## config.mk

```make
export PLATFORM = sky130hd
export DESIGN_NAME = booth_mul_seq
export DESIGN_NICKNAME = d
export VERILOG_FILES = /design/src/rtl/booth_pkg.sv /design/src/rtl/booth_ctrl.sv /design/src/rtl/booth_dp.sv /design/src/rtl/booth_mul_seq.sv
export SDC_FILE = /design/constraint.sdc
export NUM_CORES = 1
export LEC_CHECK = 0
export BUFFER_PORTS_ARGS = -buffer_cell sky130_fd_sc_hd__buf_2
export CAP_MARGIN = 40
export CORE_MARGIN = 2
export CORE_UTILIZATION = 42
export CTS_BUF_LIST = sky130_fd_sc_hd__clkbuf_8
export DETAILED_ROUTE_END_ITERATION = 8
export PLACE_DENSITY = 0.65
export SYNTH_ARGS = -nofsm -noshare
export SYNTH_HDL_FRONTEND = slang
export SYNTH_SLANG_ARGS = --single-unit
```

## constraint.sdc

```tcl
create_clock -name clk -period 2.8 [get_ports clk]
set_input_delay 0.56 -clock clk [delete_from_list [all_inputs] [get_ports clk]]
set_output_delay 0.56 -clock clk [all_outputs]
set_load 0.05 [all_outputs]
```

## src/rtl/booth_pkg.sv

```systemverilog
package booth_pkg;
  // strobes from control to datapath
  typedef struct packed {
    logic load;  // capture operands, clear upper half and retired bit
    logic step;  // one recode/add/shift iteration
  } ctrlStrb_t;
endpackage

```

## src/rtl/booth_ctrl.sv

```systemverilog
module booth_ctrl
  import booth_pkg::*;
#(
  parameter int WIDTH = 8
) (
  input  logic      clk,
  input  logic      rstN,
  input  logic      start,
  output ctrlStrb_t strb,
  output logic      done
);
  localparam int CW = $clog2(WIDTH + 1);
  localparam logic [CW-1:0] LAST = CW'(WIDTH - 1);

  typedef enum logic {IDLE, RUN} state_t;
  state_t state;
  logic [CW-1:0] iterCnt;
  logic lastIter;

  assign lastIter  = (state == RUN) && (iterCnt == LAST);
  assign strb.load = (state == IDLE) && start;
  assign strb.step = (state == RUN);

  always_ff @(posedge clk or negedge rstN) begin
    if (!rstN) begin
      state   <= IDLE;
      iterCnt <= '0;
      done    <= 1'b0;
    end else begin
      done <= lastIter;
      case (state)
        IDLE: if (start) begin
          state   <= RUN;
          iterCnt <= '0;
        end
        RUN: begin
          if (lastIter) begin
            state   <= IDLE;
            iterCnt <= '0;
          end else begin
            iterCnt <= iterCnt + 1'b1;
          end
        end
        default: state <= IDLE;
      endcase
    end
  end


  done_pulse_chk: assert property (@(posedge clk) disable iff (!rstN)
    done |=> !done);


  cnt_range_chk: assert property (@(posedge clk) disable iff (!rstN)
    iterCnt <= LAST);


  busy_load_chk: assert property (@(posedge clk) disable iff (!rstN)
    (strb.step && !lastIter) |=> !strb.load);


  step_then_done_chk: assert property (@(posedge clk) disable iff (!rstN)
    (strb.step && !$past(strb.step)) |-> !done);
endmodule

```

## src/rtl/booth_dp.sv

```systemverilog
module booth_dp
  import booth_pkg::*;
#(
  parameter int WIDTH = 8
) (
  input  logic               clk,
  input  logic               rstN,
  input  ctrlStrb_t          strb,
  input  logic [WIDTH-1:0]   opA,
  input  logic [WIDTH-1:0]   opB,
  output logic [2*WIDTH-1:0] product
);
  localparam int AW = WIDTH + 1;  // guard bit for -min multiplicand

  logic [AW-1:0]    accHi;
  logic [WIDTH-1:0] mqReg;
  logic             prevBit;
  logic [AW-1:0]    mcand;

  logic [1:0]    pairSel;
  logic [AW-1:0] addend;
  logic          carryIn;
  logic [AW-1:0] sumHi;

  assign pairSel = {mqReg[0], prevBit};

  always_comb begin
    addend  = '0;
    carryIn = 1'b0;
    case (pairSel)
      2'b01: addend = mcand;
      2'b10: begin
        addend  = ~mcand;
        carryIn = 1'b1;
      end
      default: addend = '0;
    endcase
  end

  assign sumHi = accHi + addend + {{(AW-1){1'b0}}, carryIn};

  always_ff @(posedge clk or negedge rstN) begin
    if (!rstN) begin
      accHi   <= '0;
      mqReg   <= '0;
      prevBit <= 1'b0;
      mcand   <= '0;
    end else if (strb.load) begin
      accHi   <= '0;
      mqReg   <= opA;
      prevBit <= 1'b0;
      mcand   <= {opB[WIDTH-1], opB};
    end else if (strb.step) begin
      accHi   <= {sumHi[AW-1], sumHi[AW-1:1]};
      mqReg   <= {sumHi[0], mqReg[WIDTH-1:1]};
      prevBit <= mqReg[0];
    end
  end

  assign product = {accHi[WIDTH-1:0], mqReg};


  add_ovf_chk: assert property (@(posedge clk) disable iff (!rstN)
    (strb.step && (accHi[AW-1] == addend[AW-1])) |-> (sumHi[AW-1] == accHi[AW-1]));


  idle_hold_chk: assert property (@(posedge clk) disable iff (!rstN)
    (!strb.load && !strb.step) |=> $stable(product));


  guard_sign_chk: assert property (@(posedge clk) disable iff (!rstN)
    !strb.step |-> (accHi[AW-1] == accHi[AW-2]));
endmodule

```

## src/rtl/booth_mul_seq.sv

```systemverilog
module booth_mul_seq
  import booth_pkg::*;
#(
  parameter int WIDTH = 8
) (
  input  logic               clk,
  input  logic               rstN,
  input  logic               start,
  input  logic [WIDTH-1:0]   opA,
  input  logic [WIDTH-1:0]   opB,
  output logic               done,
  output logic [2*WIDTH-1:0] product
);
  ctrlStrb_t strb;

  booth_ctrl #(.WIDTH(WIDTH)) uCtrl (
    .clk   (clk),
    .rstN  (rstN),
    .start (start),
    .strb  (strb),
    .done  (done)
  );

  booth_dp #(.WIDTH(WIDTH)) uDp (
    .clk     (clk),
    .rstN    (rstN),
    .strb    (strb),
    .opA     (opA),
    .opB     (opB),
    .product (product)
  );


  idle_done_chk: assert property (@(posedge clk) disable iff (!rstN)
    done |-> $past(strb.step));
endmodule

```

# Yosys cells after proc, flatten, opt, wreduce, memory -nomap -nowiden
# Cells that the tools add are included.
totals:
  ff_bits: 32
  inputBits: 19
  output_inout_bits: 17
  elab_cells: 33
op_classes:
  n_addsub: 3
  eq_ne: 4
  mux: 14
  n_bitwise: 2
  reduce_logical: 3
op_table:
  columns: ["cell", "count"]
  rows:
  - ["2-to-1 mux 9 bit", 2]
  - ["case mux 9 bit (2 select lines)", 1]
  - ["2-to-1 mux 8 bit", 2]
  - ["adder 9 x 1 -> 9 bit", 1]
  - ["adder 9 bit", 1]
  - ["NOT 9 bit", 1]
  - ["2-to-1 mux 4 bit", 2]
  - ["case mux 4 bit (2 select lines)", 1]
  - ["2-to-1 mux 1 bit", 5]
  - ["adder 4 x 1 -> 4 bit, second input constant", 1]
  - ["== test 4 x 3 -> 1 bit, second input constant", 1]
  - ["== test 2 x 1 -> 1 bit, second input constant", 1]
  - ["== test 2 bit, second input constant", 1]
  - ["logical AND 1 bit", 2]
  - ["inequality test 2 bit, second input constant", 1]
  - ["case mux 1 bit (2 select lines)", 1]
  - ["nonzero test 2 bit", 1]
  - ["NOT 1 bit", 1]

# Depth between registers and ports, before layout
# Gate-level depths: netlist (run 1).
logic_depth:
  ltp_word: 6
  depth_mapped: 10
  ltp_nobuf: 9

# Cells and area by module
# A second synthesis (run 1) with hierarchy kept.
unflattened:
  hier_cells: 176
  area_unflattened_um2: 1786.7
modules_own_cells:
  columns: ["mod", "n_inst", "cells_each", "area_each_um2"]
  rows:
  - ["booth_dp", 1, 148, 1485.2]
  - ["booth_ctrl", 1, 28, 301.5]

# Worst setup path before layout (run 1)
# Ideal clock, no wire load.
synth_timing:
  path_kind: "register to register"
  start: "register uDp.mqReg[0]"
  end: "register uDp.accHi[7]"
  arrival_ps: 2550
  path_slack_ps: 124
  stages_incl_launch_ff: 11
  n_path_buf: 1
  period_less_slack_ps: 2676
  path_cell_list: "dfrtp_1 > nand2b_1 > clkbuf_1 > nor2_1 > a21oi_1 > fa_1 > fa_1 > nand2b_1 > a21oi_1 > o21ai_0 > a221o_1"
synth_via:
  elab_chain_len: 6
synth_rtl:
  columns: ["element", "line", "rtl"]
  rows:
  - ["start, declared", "booth_dp.sv:16", "logic [WIDTH-1:0] mqReg;"]
  - ["start signal, assigned", "booth_dp.sv:50", "mqReg <= opA;"]
  - ["start signal, assigned", "booth_dp.sv:55", "mqReg <= {sumHi[0], mqReg[WIDTH-1:1]};"]
  - ["== test 2 bit / == test 2 x 1 -> 1 bit (equally long branches)", "booth_dp.sv:30", "case (pairSel)"]
  - ["case mux 9 bit (2 select lines)", "booth_dp.sv:30", null]
  - ["adder 9 bit", "booth_dp.sv:40", "assign sumHi = accHi + addend + {{(AW-1){1'b0}}, carryIn};"]
  - ["adder 9 x 1 -> 9 bit *", "booth_dp.sv:40", null]
  - ["2-to-1 mux 9 bit *", "booth_dp.sv:53", "end else if (strb.step) begin"]
  - ["2-to-1 mux 9 bit *", "booth_dp.sv:48", "end else if (strb.load) begin"]
  - ["end signal, assigned", "booth_dp.sv:54", "accHi <= {sumHi[AW-1], sumHi[AW-1:1]};"]
  - ["end, declared", "booth_dp.sv:15", "logic [AW-1:0] accHi;"]
# Mark *: on every way between the ends. The rest lies on a longest branch, timed or not. The select of a mux whose other input is x is not followed.
# A chain may end at the register's enable or synchronous reset.

# Final worst setup path (run 1)
layout_timing:
  start: "register uDp.prevBit"
  end: "register uDp.accHi[7]"
layout_via:
  elab_chain_len: 6
layout_rtl:
  columns: ["element", "line", "rtl"]
  rows:
  - ["start, declared", "booth_dp.sv:17", "logic prevBit;"]
  - ["start signal, assigned", "booth_dp.sv:56", "prevBit <= mqReg[0];"]
  - ["== test 2 bit / == test 2 x 1 -> 1 bit (equally long branches)", "booth_dp.sv:30", null]
  - ["case mux 9 bit (2 select lines)", "booth_dp.sv:30", null]
  - ["adder 9 bit", "booth_dp.sv:40", null]
  - ["adder 9 x 1 -> 9 bit *", "booth_dp.sv:40", null]
  - ["2-to-1 mux 9 bit *", "booth_dp.sv:53", null]
  - ["2-to-1 mux 9 bit *", "booth_dp.sv:48", null]
# Marked as above.

==> impl_metrics.ini, run 1 <==
[finish]
drive_gt1_share_pct = 27.5
final_common_cell = buf_2
fin_nets = 235
diodes = 0
mostFrequentLayoutCells = buf_2, dfrtp_1, o21ai_0, nand2_1
area_growth_pct = 19.8

[setup_path]
r2r-end = uDp.accHi[7]
critPathMaxFanout = 9
worstPathRequired_ps = 2970
cp-end-kind = flop
r2r_cells = 9
critical-path-top-delay-family = adder cells
r2r-start = uDp.prevBit
cp_cell_sequence = nand2b_1, nor2_1, a21oi_1, fa_1, fa_1, nand2b_1, a21oi_1, o21ai_0, a221o_1
crit_path_start_kind = flop
critPathSlowestCell = fa_1
cp_num_buf_inv = 0
arrival_ps = 2750
path_class = reg2reg
r2r_slack_ps = 210
max_stage_delay_ps = 400

[routing]
drtAntennaViolNets = 0
post_drt_wl_per_cell_um = 13.3
vias_per_cell = 5.23
drt-total-wl_um = 3410
first_iter_violations = 85
drtPass1Iterations = 4
vias = 1343
route.detailed.drc = 0

[timing]
setup_tns_ps = 0
skew_ps = 7.84
setup_viol = 0
min_period_over_period_pct = 92.4
worst_pin_slew_ps = 687
slew_viol_final = 0
timing.final.crit_period_ps = 2590
rsz0062_at_grt = false
max_freq_ghz = 0.386
max_slew_margin_pct = 54.2
hold_violations = 0

[clocking]
post-cts-setup-buffers = 0
post_cts_resized = 0
cts_root_buf = clkbuf_8
clk-insertion-delay-late_ps = 280
htreeDepth = 2
clock_path_buffers = 2
cts_buffers = 5
cts-hold-fix-buffers = 0
cts_tree = done
cts.sinks = 31
clkTransAtPathRegs_ps = 70

[logic_synthesis]
synth_cell_types = 35
syn_inst = 170
ys.warnings.count = 0
synth_area_sq_um = 1690
yosysSeqAreaShare_pct = 46.0
synth_top_cell_by_area = dfrtp_1
syn_avg_cell_area_sq_um = 9.92
synth_nets = 199
synth_seq_cells = 31
synth.top_cells.by_area = dfrtp_1, o21ai_0, mux2_2, ha_1, nand2_1
synth.top_cell.area_share_pct = 46.0

[place]
port_buffers = 35
dpl.hpwl_um = 2480
gp_congestion = 0.860

[global_routing]
grt_pass1_wl_um = 5730
antenna_found_initial = 0
grt_usage_pct = 17.1
grt_max_degree = 32
grt_overflow_total = 0
grt_pass1_vias = 1293

[floorplanning]
io_pins = 36
die_area_sq_um = 4540
num_rows = 23
die_h_um = 67.4
die_w_um = 67.4
start_util_pct = 42.8
fp.coreArea_sq_um = 3940

[min_path]
hp-class = in2async

[run_status]
status = finished clean

[job]
maxCapViolCount = 0
how the worst max path moves through the flow:
stage | startpoint | end | slack [ps] | cells past startpoint
global placement | uDp.prevBit | uDp.accHi[7] | 300 | 9
global route | uDp.prevBit | uDp.accHi[7] | 6 | 9
detailed placement | uDp.prevBit | uDp.accHi[7] | 200 | 9
floorplan | uDp.mqReg[0] | uDp.accHi[7] | 120 | 10
CTS | uDp.prevBit | uDp.accHi[7] | 190 | 9
finish | uDp.prevBit | uDp.accHi[7] | 210 | 9
cells by family (layout without fill, tap and decap cells):
family / count (synthesis) / after routing / synth area share (%)
AO/OA/AOI/OAI: 50 / 50 / 18.5
XOR/XNOR: 1 / 1 / 0.519
adder cells (fa/ha/maj): 10 / 10 / 8.31
buffers and inverters: 16 / 53 / 3.93
flip-flops: 31 / 31 / 46.0
multiplexers: 16 / 16 / 10.2
AND/OR/NAND/NOR: 46 / 46 / 12.5
sequential cells by signal, summed over array words and instances, names as in the netlist:
| signal | count |
|---|---|
| uCtrl.state | 1 |
| uDp.mqReg | 8 |
| uDp.accHi | 8 |
| uCtrl.done | 1 |
| uDp.mcand | 8 |
| uDp.prevBit | 1 |
| uCtrl.iterCnt | 4 |
cells in the mapped netlist:
cell and n:
o311ai_1 1, a21boi_0 1, inv_2 1, and3_1 1, o21ai_0 23, inv_1 7, nor2_2 1, o21a_1 1
xnor2_1 1, a211o_1 1, nor2b_1 3, a21oi_1 9, o211ai_2 1, a32oi_1 1, mux2i_1 7, o22ai_1 1
nor3b_1 1, nand2b_1 5, clkbuf_1 3, nand2_1 22, a221o_1 1, o32ai_1 1, nand3_1 2, a22o_1 1
mux2_2 9, ha_1 8, nor2_1 8, fa_1 2, a21o_1 1, dfrtp_1 31, buf_2 5, or3_1 3
a211oi_1 3, a32o_1 2, o31ai_1 2
area by class of cell:
class | instances | area, sq um
repair buffers | 37 | 190
clock inverters | 2 | 35.0
flip-flops and latches | 31 | 776
clock buffers | 6 | 82.6
multi-input cells | 123 | 845
well taps | 50 | 62.6
inverters | 8 | 30.0
fillers | 369 | 1920
per-layer routing:
metal	routed length, um	track usage (%)	vias to the layer above	part of all wire (%)
met5	0	0	-	0
met1	1650	22.7	630	48
li1	-	-	679	-
met3	171	4.50	2	5.0
met4	18	6.89	0	0.53
met2	1570	26.7	32	46
through the flow:
stage,util (%),setup slack (ps),instances,cell area [sq um],hold WS (ps)
floorplan,-,124,170,1690,264
global placement,48.3,302,249,1900,483
detailed placement,48.3,197,249,1900,488
CTS,51.3,190,257,2020,338
global route,51.3,5.57,257,2020,355
finish,51.3,212,257,2020,316
Power of run 1 is not shown: default switching activity piles up to over one toggle a cycle in this logic, so the estimate is an artifact.
==> run 2: changes to the inputs <==
Settings changed: MAX_ROUTING_LAYER from default to met4.
==> run 2 against run 1 <==
Net effect:
- critical path type unchanged
- via count fell by 1.2%
- first-iteration DRC count rose by 21%
- register-to-register slack barely moved
- non-clock buffer count did not move
- clock skew rose by 0.74 ps
- routed wire length barely moved
==> impl_metrics.ini, run 2 (same netlist as run 1, synthesis figures left out) <==
[place]
gp_congestion = 0.874
port_buffers = 35
postPlaceCellArea_sq_um = 1900
pre_cts_ws_ps = 197
dpl.hpwl_um = 2480

[routing]
drtAntennaViolNets = 0
post_drt_wl_per_cell_um = 13.3
route.detailed.drc = 0
first_iter_violations = 103
drtPass1Iterations = 4
vias_per_cell = 5.16
vias = 1327
drt-total-wl_um = 3410

[floorplanning]
num_rows = 23
start_util_pct = 42.8
fp.coreArea_sq_um = 3940
io_pins = 36
die_w_um = 67.4
die_h_um = 67.4
die_area_sq_um = 4540

[finish]
multi_input_comb_area_sq_um = 845
fin_nets = 235
mostFrequentLayoutCells = buf_2, dfrtp_1, o21ai_0, nand2_1
reg.largest.list = uDp.accHi x8, uDp.mcand x8, uDp.mqReg x8
design_area_sq_um = 2020
diodes = 0
drive_gt1_share_pct = 27.5
final_common_cell = buf_2
regArea_sq_um = 776
fillCellCount = 369
area_growth_pct = 19.8

[clocking]
clock_path_buffers = 2
cts-hold-fix-buffers = 0
cts_tree = done
cts_root_buf = clkbuf_8
cts.sinks = 31
htreeDepth = 2
post_cts_resized = 0
clk-insertion-delay-late_ps = 280
post-cts-setup-buffers = 0
cts_buffers = 5
clkTransAtPathRegs_ps = 70

[setup_path]
cp_cell_sequence = nand2b_1, nor2_1, a21oi_1, fa_1, fa_1, nand2b_1, a21oi_1, o21ai_0, a221o_1
critPathSlowestCell = fa_1
path_class = reg2reg
r2r_cells = 9
worstSetupStartpoint = uDp.prevBit
r2r-start = uDp.prevBit
critical-path-top-delay-family = adder cells
cp_num_buf_inv = 0
r2r-end = uDp.accHi[7]
cp-end-kind = flop
crit_path_start_kind = flop
max_stage_delay_ps = 400
critPathMaxFanout = 9
r2r_slack_ps = 200
worstPathRequired_ps = 2970
arrival_ps = 2770

[min_path]
hp-class = in2async

[timing]
timing.final.crit_period_ps = 2600
rsz0062_at_grt = false
slew_viol_final = 0
max_freq_ghz = 0.385
hold_violations = 0
final.setup.worst_slack_ps = 200
setup_tns_ps = 0
skew_ps = 8.59
min_period_over_period_pct = 92.9
setup_viol = 0
max_slew_margin_pct = 54.3
worst_pin_slew_ps = 686

[global_routing]
grt_pass1_vias = 1291
grt_max_degree = 32
grt_pass1_wl_um = 5740
grt_overflow_total = 0
antenna_found_initial = 0
grt_usage_pct = 17.7

[run_status]
status = finished clean

[job]
maxCapViolCount = 0
==> run 2: cell counts in the layout (fill, tap and decap cells not counted) <==
No cell type changed its count.
==> run 2: worst max-delay path by stage <==
stage,end,slack (ps),cells after the start
floorplan,uDp.accHi[7],120,10
finish,uDp.accHi[7],200,9
global placement,uDp.accHi[7],300,9
detailed placement,uDp.accHi[7],200,9
CTS,uDp.accHi[7],190,9
global route,uDp.accHi[7],6,9
==> run 2: stage by stage <==
stage	hold WS (ps)	utilization (%)	cells
5_1_grt	353	51.3	257
3_3_place_gp	483	48.3	249
4_1_cts	338	51.3	257
3_5_place_dp	488	48.3	249
2_1_floorplan	264	-	170
6_report	315	51.3	257
==> run 2: metal layers <==
layer | vias up | track usage [%] | part of all wire, %
met5 | - | - | 0
met3 | 2 | 4.50 | 4.4
li1 | 677 | - | -
met2 | 25 | 26.7 | 46
met4 | 0 | 6.89 | 0.53
met1 | 623 | 22.8 | 49
==> run 2: area by class of cell <==
| cell class | count | share of cell area [%] |
|---|---|---|
| multi-input cells | 123 | 41.8 |
| flip-flops and latches | 31 | 38.4 |
| repair buffers | 37 | 9.41 |
| clock buffers | 6 | 4.09 |
| well taps | 50 | 3.10 |
| clock inverters | 2 | 1.73 |
| inverters | 8 | 1.49 |
Power of run 2 is left out for the same reason.
==> run 3: changes to the inputs <==
Clock period 2.8 ns to 2.7 ns, I/O delays scaled along.
==> run 3 against run 2 <==
Net effect:
- setup slack gained 50 ps
- global-route usage grew 0.14 points
- non-clock buffer count grew 1
- die area is the same
- final area grew 0.37%
- clock skew shrank 3.0 ps
- critical path type unchanged
==> impl_metrics.ini, run 3 (same netlist as run 1, synthesis figures left out) <==
[run_status]
status = finished clean

[place]
gp_congestion = 0.879
port_buffers = 35
dpl.hpwl_um = 2450

[global_routing]
grt_usage_pct = 17.8
grt_pass1_wl_um = 5770
grt_overflow_total = 0
grt_max_degree = 32
antenna_found_initial = 0
grt_pass1_vias = 1278

[clocking]
cts_tree = done
post-cts-setup-buffers = 0
cts.sinks = 31
post_cts_resized = 0
cts_root_buf = clkbuf_8
clk-insertion-delay-late_ps = 280
clock_path_buffers = 2
clkTransAtPathRegs_ps = 70
cts_buffers = 5
htreeDepth = 2
cts-hold-fix-buffers = 0

[timing]
setup_tns_ps = 0
timing.final.crit_period_ps = 2450
max_slew_margin_pct = 54.3
rsz0062_at_grt = false
setup_viol = 0
hold_violations = 0
min_period_over_period_pct = 90.7
worst_pin_slew_ps = 686
slew_viol_final = 0
skew_ps = 5.56
max_freq_ghz = 0.408

[setup_path]
path_class = reg2reg
worstPathRequired_ps = 2870
r2r-start = uDp.prevBit
critPathMaxFanout = 8
r2r-end = uDp.accHi[7]
cp-end-kind = flop
r2r_slack_ps = 250
crit_path_start_kind = flop
arrival_ps = 2620
r2r_cells = 8

[floorplanning]
num_rows = 23
die_area_sq_um = 4540
fp.coreArea_sq_um = 3940
die_w_um = 67.4
die_h_um = 67.4
start_util_pct = 42.8
io_pins = 36

[finish]
fillCellCount = 360
fin_nets = 236
area_growth_pct = 20.3
mostFrequentLayoutCells = buf_2, dfrtp_1, o21ai_0, nand2_1
drive_gt1_share_pct = 27.9
final_common_cell = buf_2
reg.largest.list = uDp.accHi x8, uDp.mcand x8, uDp.mqReg x8
diodes = 0

[routing]
drtAntennaViolNets = 0
first_iter_violations = 95
drtPass1Iterations = 4
route.detailed.drc = 0
drt-total-wl_um = 3440
vias = 1338
vias_per_cell = 5.19
post_drt_wl_per_cell_um = 13.3

[job]
maxCapViolCount = 0

[min_path]
hp-class = in2async
==> run 3: changes by cell type in the layout (fill, tap and decap cells not counted) <==
cell / change
buf_4: +1
==> run 3: worst max-delay path by stage <==
stage	start	to	slack, ps
finish	uDp.prevBit	uDp.accHi[7]	250
global route	uDp.prevBit	uDp.accHi[7]	130
CTS	uDp.prevBit	uDp.accHi[7]	270
detailed placement	uDp.prevBit	uDp.accHi[7]	280
global placement	uDp.prevBit	uDp.accHi[7]	330
floorplan	uDp.mqReg[0]	uDp.accHi[7]	20
==> run 3: worst max-delay path, cell delays in order, from the launching register on <==
cell and delay, ps:
dfrtp_1 380, nand2b_1 160, buf_4 160, fa_1 440, fa_1 390, nand2b_1 190
a21oi_1 160, o21ai_0 150, a221o_1 310
==> run 3: layer usage <==
layer | up-vias | wire [um] | global-route usage [%]
met1 | 630 | 1700 | 22.6
li1 | 676 | - | -
met5 | - | 0 | -
met3 | 6 | 145 | 4.50
met4 | 0 | 63 | 8.42
met2 | 26 | 1530 | 26.7
==> run 3: per-stage QoR <==
step	cells	setup WS [ps]	hold slack [ps]	utilization [%]	cell area (sq um)
after floorplan	170	24.2	244	-	1690
after global placement	250	330	483	48.5	1910
after detailed placement	250	281	496	48.5	1910
after CTS	258	271	310	51.4	2030
after global routing	258	125	336	51.4	2030
final	258	250	292	51.4	2030
==> run 3: cell type report <==
| type | instances | area [sq um] | area share, % |
|---|---|---|---|
| clock buffers | 6 | 82.6 | 4.07 |
| flip-flops and latches | 31 | 776 | 38.2 |
| repair buffers | 38 | 198 | 9.75 |
| inverters | 8 | 30.0 | 1.48 |
| multi-input cells | 123 | 845 | 41.6 |
| well taps | 50 | 62.6 | 3.08 |
| clock inverters | 2 | 35.0 | 1.73 |
Power of run 3 is left out for the same reason.
